[src/rtl/i2cm_pkg.sv]
package i2cm_pkg;
  localparam int unsigned BYTE_W = 8;
  localparam logic [1:0] A_CTRL = 2'd0;
  localparam logic [1:0] A_STAT = 2'd1;
  localparam logic [1:0] A_OWN  = 2'd2;
  localparam logic [1:0] A_DATA = 2'd3;

  typedef enum logic [2:0] {
    S_IDLE, S_START, S_BIT, S_HOLD, S_STOP, S_TAIL, S_RSTART
  } eng_st_e;

  typedef struct packed {
    logic       ack_en;
    logic       pre_hi;
    logic       irq_en;
    logic       pend;
    logic [3:0] div;
  } ctrl_t;
endpackage

[src/rtl/i2cm_clkgen.sv]
module i2cm_clkgen #(
  parameter int unsigned PRE_LO = 16,
  parameter int unsigned PRE_HI = 512,
  parameter int unsigned DIV_W  = 4
) (
  input  logic             clk_i,
  input  logic             rst_ni,
  input  logic             clr_i,
  input  logic             pre_hi_i,
  input  logic [DIV_W-1:0] div_i,
  output logic             tick_o
);
  // one tick per quarter SCL period
  localparam int unsigned Q_LO = PRE_LO / 4;
  localparam int unsigned Q_HI = PRE_HI / 4;
  localparam int unsigned PW   = $clog2(Q_HI + 1);

  logic [PW-1:0]    pcnt_q, plim;
  logic [DIV_W-1:0] dcnt_q;
  logic             pwrap, dwrap;

  assign plim   = pre_hi_i ? PW'(Q_HI - 1) : PW'(Q_LO - 1);
  assign pwrap  = (pcnt_q >= plim);
  assign dwrap  = (dcnt_q >= div_i);
  assign tick_o = pwrap && dwrap && !clr_i;

  always_ff @(posedge clk_i or negedge rst_ni) begin
    if (!rst_ni) begin
      pcnt_q <= '0;
      dcnt_q <= '0;
    end else if (clr_i) begin
      pcnt_q <= '0;
      dcnt_q <= '0;
    end else if (pwrap) begin
      pcnt_q <= '0;
      dcnt_q <= dwrap ? '0 : dcnt_q + 1'b1;
    end else begin
      pcnt_q <= pcnt_q + 1'b1;
    end
  end
endmodule

[src/rtl/i2cm_engine.sv]
module i2cm_engine
  import i2cm_pkg::*;
(
  input  logic              clk_i,
  input  logic              rst_ni,
  input  logic              tick_i,
  input  logic              start_i,
  input  logic              pend_i,
  input  logic              stop_req_i,
  input  logic              rstart_req_i,
  input  logic              tx_mode_i,
  input  logic              ack_en_i,
  input  logic [BYTE_W-1:0] data_i,
  input  logic              sda_i,
  output logic              scl_lo_o,
  output logic              sda_lo_o,
  output logic              busy_o,
  output logic              byte_done_o,
  output logic              byte_tx_o,
  output logic              ack_smp_o,
  output logic [BYTE_W-1:0] rx_byte_o,
  output logic              take_o
);
  localparam int unsigned BW = $clog2(BYTE_W + 1);
  localparam logic [BW-1:0] ACK_SLOT = BW'(BYTE_W);

  eng_st_e           st_q;
  logic [1:0]        ph_q;
  logic [BW-1:0]     bit_q;
  logic [BYTE_W-1:0] sh_q;
  logic              tx_q, scl_q, sda_q, busy_q;

  assign take_o      = (st_q == S_HOLD) && !pend_i;
  assign byte_done_o = tick_i && (st_q == S_BIT) && (ph_q == 2'd3) && (bit_q == ACK_SLOT);
  assign byte_tx_o   = tx_q;
  assign ack_smp_o   = sda_i;
  assign rx_byte_o   = sh_q;
  assign scl_lo_o    = scl_q;
  assign sda_lo_o    = sda_q;
  assign busy_o      = busy_q;

  always_ff @(posedge clk_i or negedge rst_ni) begin
    if (!rst_ni) begin
      st_q   <= S_IDLE;
      ph_q   <= 2'd0;
      bit_q  <= '0;
      sh_q   <= '0;
      tx_q   <= 1'b0;
      scl_q  <= 1'b0;
      sda_q  <= 1'b0;
      busy_q <= 1'b0;
    end else begin
      case (st_q)
        S_IDLE: begin
          if (start_i) begin
            st_q   <= S_START;
            ph_q   <= 2'd0;
            busy_q <= 1'b1;
          end
        end
        S_HOLD: begin
          if (!pend_i) begin
            ph_q <= 2'd0;
            if (rstart_req_i)    st_q <= S_RSTART;
            else if (stop_req_i) st_q <= S_STOP;
            else begin
              st_q  <= S_BIT;
              bit_q <= '0;
              sh_q  <= data_i;
              tx_q  <= tx_mode_i;
            end
          end
        end
        default: begin
          if (tick_i) begin
            ph_q <= ph_q + 2'd1;
            case (st_q)
              S_START: begin
                if (ph_q == 2'd1) sda_q <= 1'b1;
                if (ph_q == 2'd3) begin
                  scl_q <= 1'b1;
                  st_q  <= S_BIT;
                  bit_q <= '0;
                  sh_q  <= data_i;
                  tx_q  <= 1'b1;   // address byte always goes out
                end
              end
              S_BIT: begin
                if (ph_q == 2'd0)
                  sda_q <= (bit_q == ACK_SLOT) ? (!tx_q && ack_en_i) : (tx_q && !sh_q[BYTE_W-1]);
                if (ph_q == 2'd1) scl_q <= 1'b0;
                if (ph_q == 2'd3) begin
                  scl_q <= 1'b1;
                  if (bit_q == ACK_SLOT) st_q <= S_HOLD;
                  else begin
                    bit_q <= bit_q + 1'b1;
                    sh_q  <= {sh_q[BYTE_W-2:0], sda_i};
                  end
                end
              end
              S_STOP: begin
                if (ph_q == 2'd0) sda_q <= 1'b1;
                if (ph_q == 2'd1) scl_q <= 1'b0;
                if (ph_q == 2'd3) begin
                  sda_q <= 1'b0;
                  st_q  <= S_TAIL;
                end
              end
              S_TAIL: begin
                if (ph_q == 2'd1) begin
                  st_q   <= S_IDLE;
                  ph_q   <= 2'd0;
                  busy_q <= 1'b0;
                end
              end
              S_RSTART: begin
                if (ph_q == 2'd0) sda_q <= 1'b0;
                if (ph_q == 2'd1) scl_q <= 1'b0;
                if (ph_q == 2'd3) st_q  <= S_START;
              end
              default: ;
            endcase
          end
        end
      endcase
    end
  end
endmodule

[src/rtl/i2c_byte_master.sv]
module i2c_byte_master
  import i2cm_pkg::*;
#(
  parameter int unsigned PRE_LO = 16,
  parameter int unsigned PRE_HI = 512
) (
  input  logic       clk_i,
  input  logic       rst_ni,
  input  logic       wr_en_i,
  input  logic [1:0] addr_i,
  input  logic [7:0] wdata_i,
  output logic [7:0] rdata_o,
  output logic       irq_o,
  output logic       scl_oe_o,
  output logic       sda_oe_o,
  input  logic       sda_i
);
  ctrl_t       ctrl_q;
  logic [1:0]  mode_q;
  logic        txe_q, nack_q, stop_req_q, rstart_req_q;
  logic [7:0]  own_q, data_q;
  logic        wr_ctrl, wr_stat, wr_own, wr_data, start_cmd;
  logic        tick, busy, byte_done, byte_tx, ack_smp, take, scl_lo, sda_lo;
  logic [7:0]  rx_byte;

  assign wr_ctrl   = wr_en_i && (addr_i == A_CTRL);
  assign wr_stat   = wr_en_i && (addr_i == A_STAT);
  assign wr_own    = wr_en_i && (addr_i == A_OWN);
  assign wr_data   = wr_en_i && (addr_i == A_DATA);
  assign start_cmd = wr_stat && !busy && wdata_i[7] && wdata_i[5] && wdata_i[4];

  i2cm_clkgen #(.PRE_LO(PRE_LO), .PRE_HI(PRE_HI), .DIV_W(4)) u_clk (
    .clk_i, .rst_ni,
    .clr_i    (start_cmd || take),
    .pre_hi_i (ctrl_q.pre_hi),
    .div_i    (ctrl_q.div),
    .tick_o   (tick)
  );

  i2cm_engine u_eng (
    .clk_i, .rst_ni,
    .tick_i       (tick),
    .start_i      (start_cmd),
    .pend_i       (ctrl_q.pend),
    .stop_req_i   (stop_req_q),
    .rstart_req_i (rstart_req_q),
    .tx_mode_i    (mode_q[0]),
    .ack_en_i     (ctrl_q.ack_en),
    .data_i       (data_q),
    .sda_i        (sda_i),
    .scl_lo_o     (scl_lo),
    .sda_lo_o     (sda_lo),
    .busy_o       (busy),
    .byte_done_o  (byte_done),
    .byte_tx_o    (byte_tx),
    .ack_smp_o    (ack_smp),
    .rx_byte_o    (rx_byte),
    .take_o       (take)
  );

  always_ff @(posedge clk_i or negedge rst_ni) begin
    if (!rst_ni) begin
      ctrl_q       <= '0;
      mode_q       <= 2'b00;
      txe_q        <= 1'b0;
      nack_q       <= 1'b0;
      stop_req_q   <= 1'b0;
      rstart_req_q <= 1'b0;
      own_q        <= '0;
      data_q       <= '0;
    end else begin
      if (wr_ctrl) begin
        ctrl_q.div    <= wdata_i[3:0];
        ctrl_q.irq_en <= wdata_i[5];
        ctrl_q.pre_hi <= wdata_i[6];
        ctrl_q.ack_en <= wdata_i[7];
      end
      if (byte_done)                 ctrl_q.pend <= 1'b1;
      else if (wr_ctrl && !wdata_i[4]) ctrl_q.pend <= 1'b0;

      if (take) begin
        stop_req_q   <= 1'b0;
        rstart_req_q <= 1'b0;
      end
      if (wr_stat) begin
        mode_q <= wdata_i[7:6];
        txe_q  <= wdata_i[4];
        if (busy) begin
          if (wdata_i[5]) rstart_req_q <= 1'b1;
          else            stop_req_q   <= 1'b1;
        end
      end

      if (byte_done && byte_tx) nack_q <= ack_smp;
      if (wr_own) own_q <= wdata_i;

      if (byte_done && !byte_tx)                 data_q <= rx_byte;
      else if (wr_data && (!busy || ctrl_q.pend)) data_q <= wdata_i;
    end
  end

  always_comb begin
    unique case (addr_i)
      A_CTRL:  rdata_o = ctrl_q;
      A_STAT:  rdata_o = {mode_q, busy, txe_q, 3'b000, nack_q};
      A_OWN:   rdata_o = own_q;
      default: rdata_o = data_q;
    endcase
  end

  assign irq_o    = ctrl_q.pend && ctrl_q.irq_en;
  assign scl_oe_o = scl_lo;
  assign sda_oe_o = sda_lo;
endmodule

[config.mk]
export PLATFORM = sky130hd
export DESIGN_NAME = i2c_byte_master
export DESIGN_NICKNAME = d
export VERILOG_FILES = /design/src/rtl/i2cm_pkg.sv /design/src/rtl/i2cm_clkgen.sv /design/src/rtl/i2cm_engine.sv /design/src/rtl/i2c_byte_master.sv
export SDC_FILE = /design/constraint.sdc
export NUM_CORES = 1
export LEC_CHECK = 0
export BUFFER_PORTS_ARGS = -buffer_cell sky130_fd_sc_hd__buf_2
export CAP_MARGIN = 15
export CORE_MARGIN = 2
export CORE_UTILIZATION = 55
export DETAILED_ROUTE_END_ITERATION = 6
export PLACE_DENSITY = 0.82
export SYNTH_ARGS = -nofsm -noshare
export SYNTH_HDL_FRONTEND = slang
export SYNTH_SLANG_ARGS = --single-unit
[constraint.sdc]
create_clock -name clk_i -period 2.2 [get_ports clk_i]
set_clock_uncertainty 0.05 [all_clocks]
set_input_delay 0.44 -clock clk_i [delete_from_list [all_inputs] [get_ports clk_i]]
set_output_delay 0.44 -clock clk_i [all_outputs]
set_load 0.01 [all_outputs]
==> insert_results.sql <==
INSERT INTO impl_metrics (metric_group, metric, value, unit) VALUES
('outcome', 'run_status', 'finished with violations', ''),
('outcome', 'failed_checks', 'setup timing', ''),
('sta', 'final.hold.worst_slack', '51.2', 'ps'),
('synthesis', 'ys_dominant_reg_cell', 'sky130_fd_sc_hd__dfrtp_1', ''),
('pwr', 'power.ir.vdd_worst', '0.000792', 'V'),
('sta', 'timing.final.hold_violations', '0', ''),
('sta', 'max_slew_margin', '0.673', ''),
('critical_path', 'cp_max_fo', '10', ''),
('sta', 'worst_pin_slew', '490', 'ps'),
('global_route', 'grt-ovfl-total', '0', ''),
('floorplanning', 'floorplan.io_pins', '25', ''),
('global_route', 'grt_first_pass_wirelength', '14.6', 'mm'),
('sta', 'max_clock_freq', '447', 'MHz'),
('critical_path', 'timing.critical_path.required', '2370', 'ps'),
('sta', 'finalCritPeriodShare', '1.02', ''),
('placement', 'place_ws', '-33.9', 'ps'),
('detailed_routing', 'vias', '3020', ''),
('detailed_routing', 'drt_pre_antenna_iters', '4', ''),
('sta', 'setup_viol_count_final', '9', ''),
('floorplanning', 'design.die.area', '7160', 'um2'),
('global_route', 'via_count_of_the_first_global_routing_pass', '3066', ''),
('placement', 'globalplace.congestion', '0.972', ''),
('detailed_routing', 'remaining_routing_drc_violations', '0', ''),
('synthesis', 'synth_seq_cells', '63', ''),
('clock_network', 'clk_pin_slew', '70', 'ps'),
('synthesis', 'synth_cell_types', '55', ''),
('detailed_routing', 'wirelength', '8.86', 'mm'),
('cells_and_area', 'layout_commonest_cell', 'sky130_fd_sc_hd__dfrtp_1', ''),
('cells_and_area', 'filler_cell_count', '471', ''),
('pwr', 'power.leakage', '2.06', 'nW'),
('floorplanning', 'fp.dieH', '84.6', 'um'),
('cells_and_area', 'most-common-layout-cells', '62 x sky130_fd_sc_hd__dfrtp_1, 51 x sky130_fd_sc_hd__nand2_1, 44 x sky130_fd_sc_hd__buf_4, 25 x sky130_fd_sc_hd__nor2_1, 24 x sky130_fd_sc_hd__buf_2', ''),
('synthesis', 'syn_nets', '382', ''),
('cells_and_area', 'area_growth', '20.2', '%'),
('pwr', 'fin_total_pwr', '4.20', 'mW'),
('clock_network', 'htree_num_levels', '3', ''),
('synthesis', 'syn-instance-count', '355', ''),
('synthesis', 'async_reset_ff_frac', '1.00', ''),
('placement', 'detailed_place_hpwl', '6.36', 'mm'),
('clock_network', 'hold_buffers', '0', ''),
('pwr', 'power.density_cell_area', '979', 'nW/um2'),
('floorplanning', 'die-width', '84.6', 'um'),
('cells_and_area', 'fin_area', '4300', 'um2'),
('synthesis', 'synth.yosys.warnings', '0', ''),
('placement', 'port_buffers', '24', ''),
('sta', 'rsz0062_at_grt', 'true', ''),
('global_route', 'pin_count_of_the_biggest_net_entering_global_routing', '64', ''),
('synthesis', 'synth_seq_area_share', '0.441', ''),
('clock_network', 'insertion_delay', '330', 'ps'),
('clock_network', 'cts_num_sinks', '63', ''),
('cells_and_area', 'post-route-util', '0.680', ''),
('clock_network', 'tritoncts_clock_tree', 'built', ''),
('clock_network', 'numCtsBuffers', '9', ''),
('sta', 'finalWorstSetupSlack', '-35.6', 'ps'),
('placement', 'detailed_place.area', '4080', 'um2'),
('floorplanning', 'core', '6310', 'um2'),
('synthesis', 'postSynthAreaPerCell', '10.1', 'um2'),
('detailed_routing', 'vias_per_cell', '6.03', ''),
('detailed_routing', 'ant_nets', '0', ''),
('detailed_routing', 'initial_drc_count', '204', ''),
('cells_and_area', 'n_antenna_cell', '0', ''),
('sta', 'slew_violations', '0', ''),
('cells_and_area', 'layout_cell_share_with_drive_strength_beyond_1', '0.304', ''),
('min_path', 'worstHoldPathType', 'in2async', ''),
('synthesis', 'syn-cell-area', '3570', 'um2'),
('critical_path', 'cp_capture_type', 'register', ''),
('global_route', 'antenna_violations_before_repair', '0', ''),
('critical_path', 'crit_type', 'reg2reg', ''),
('critical_path', 'start_kind', 'register', ''),
('cells_and_area', 'finish.net_count', '447', ''),
('clock_network', 'clk_root_buffer_cell', 'sky130_fd_sc_hd__clkbuf_8', ''),
('sta', 'finalCriticalPeriod', '2240', 'ps'),
('floorplanning', 'floorplan.initialDensity', '0.566', ''),
('synthesis', 'synth_enable_flop_cells', '0', ''),
('critical_path', 'critPathArrivalTime', '2410', 'ps'),
('detailed_routing', 'routed_wire_length_per_instance', '17.7', 'um'),
('run', 'cap_viol_max_count', '0', ''),
('global_route', 'gr-usage-all-layers', '0.258', ''),
('floorplanning', 'placement_rows', '29', ''),
('clock_network', 'cts_max_path_buffers', '2', '');
## synth_stat cells, drive strengths merged (2+ instances only)
cell	n	area share
mux2	24	0.082
or2	3	0.0053
and3	2	0.0035
nor3	5	0.0070
a32o	2	0.0056
nand2	52	0.055
inv	13	0.014
o211ai	3	0.0063
a21o	3	0.0063
o2bb2ai	3	0.0074
mux4	5	0.032
xor2	5	0.012
a22o	5	0.012
mux2i	11	0.031
xnor2	2	0.0049
and3b	2	0.0049
or3	3	0.0053
a31oi	3	0.0053
dfrtp	63	0.44
clkbuf	8	0.0088
o21ai	17	0.026
and2	5	0.0088
a211oi	4	0.012
nor2	26	0.028
ha	13	0.046
nand2b	4	0.0070
nand3b	5	0.011
o21a	3	0.0063
buf	9	0.014
nor4	3	0.0095
nand4	2	0.0035
nand3	13	0.018
a21oi	22	0.031
## through the flow
stage          setup TNS [ps]  instances
3_3_place_gp                0        482
3_5_place_dp            -76.6        482
6_report                 -121        501
4_1_cts                 -19.8        497
5_1_grt                 -1000        501
2_1_floorplan            -560        355
## path summary, 6_finish.rpt
kind,from,slack [ps],end,depth (start not counted)
min in group clk_i,wdata_i[2],310,ctrl_q[2],3
setup / recovery,ctrl_q[6],-40,u_eng.rx_byte_o[2],9
hold / removal,rst_ni,50,u_eng.st_q[2],2
max in group asynchronous,rst_ni,1760,u_eng.ph_q[1],2
hold reg to reg,txe_q,440,txe_q,2
setup reg to reg,ctrl_q[6],-40,u_eng.rx_byte_o[2],9
## worst max-delay path, cell delays in order (launching register included)
cell and delay [ps]:
sky130_fd_sc_hd__dfrtp_1 390, sky130_fd_sc_hd__inv_2 110, sky130_fd_sc_hd__ha_1 240, sky130_fd_sc_hd__or2_0 220, sky130_fd_sc_hd__a211oi_2 250, sky130_fd_sc_hd__nor2_2 80
sky130_fd_sc_hd__and2_4 150, sky130_fd_sc_hd__o21ai_4 140, sky130_fd_sc_hd__buf_12 160, sky130_fd_sc_hd__mux2_2 330
## final cells by class
cell class | instances | area [um2] | area share
flip-flops and latches | 63 | 1580 | 0.367
repair buffers | 71 | 510 | 0.119
inverters | 13 | 48.8 | 0.0114
clock buffers | 12 | 145 | 0.0338
multi-input cells | 262 | 1900 | 0.442
clock inverters | 3 | 20.0 | 0.00466
well taps | 77 | 96.3 | 0.0224
## routing by layer
| layer | vias to the layer above | track usage | wire [um] |
|---|---|---|---|
| met3 | 16 | 0.0442 | 500 |
| met4 | 0 | 0.108 | 172 |
| met2 | 104 | 0.434 | 4520 |
| met5 | - | 0 | 0 |
| met1 | 1505 | 0.329 | 3670 |
| li1 | 1395 | - | - |
## state kept, by name (all words and copies together) (netlist names), 2 cells and up
name and count:
ctrl_q 8, data_q 8, own_q 8, u_clk.pcnt_q 8
u_eng.rx_byte_o 8, u_clk.dcnt_q 4, u_eng.bit_q 4, u_eng.st_q 3
mode_q 2, u_eng.ph_q 2
## cell families (layout without fill, tap and decap cells)
family,Yosys count,count (layout),synth area share
AO/OA/AOI/OAI,71,71,0.133
XOR/XNOR,7,7,0.0172
adder cells (fa/ha/maj),13,13,0.0455
buffers and inverters,30,99,0.0368
flip-flops,63,63,0.441
multiplexers,40,40,0.144
AND/OR/NAND/NOR,131,131,0.182
## power by group
group	internal, mW	total (mW)	switching, mW	leakage, nW
sequential	1.43	1.68	0.252	0.792
combinational	0.813	1.66	0.852	1.19
clock	0.432	0.858	0.426	0.0785
total	2.67	4.20	1.53	2.06
## timing repair
item | CTS | global route
pin swaps | 0 | 4
gates resized for setup | 2 | 5
cloned | 0 | 0
endpoints found under the setup margin | 10 | 14
buffers inserted | 0 | 4
endpoints found under the hold margin | 0 | 0
No activity file was read; power rests on OpenSTA's default activity.
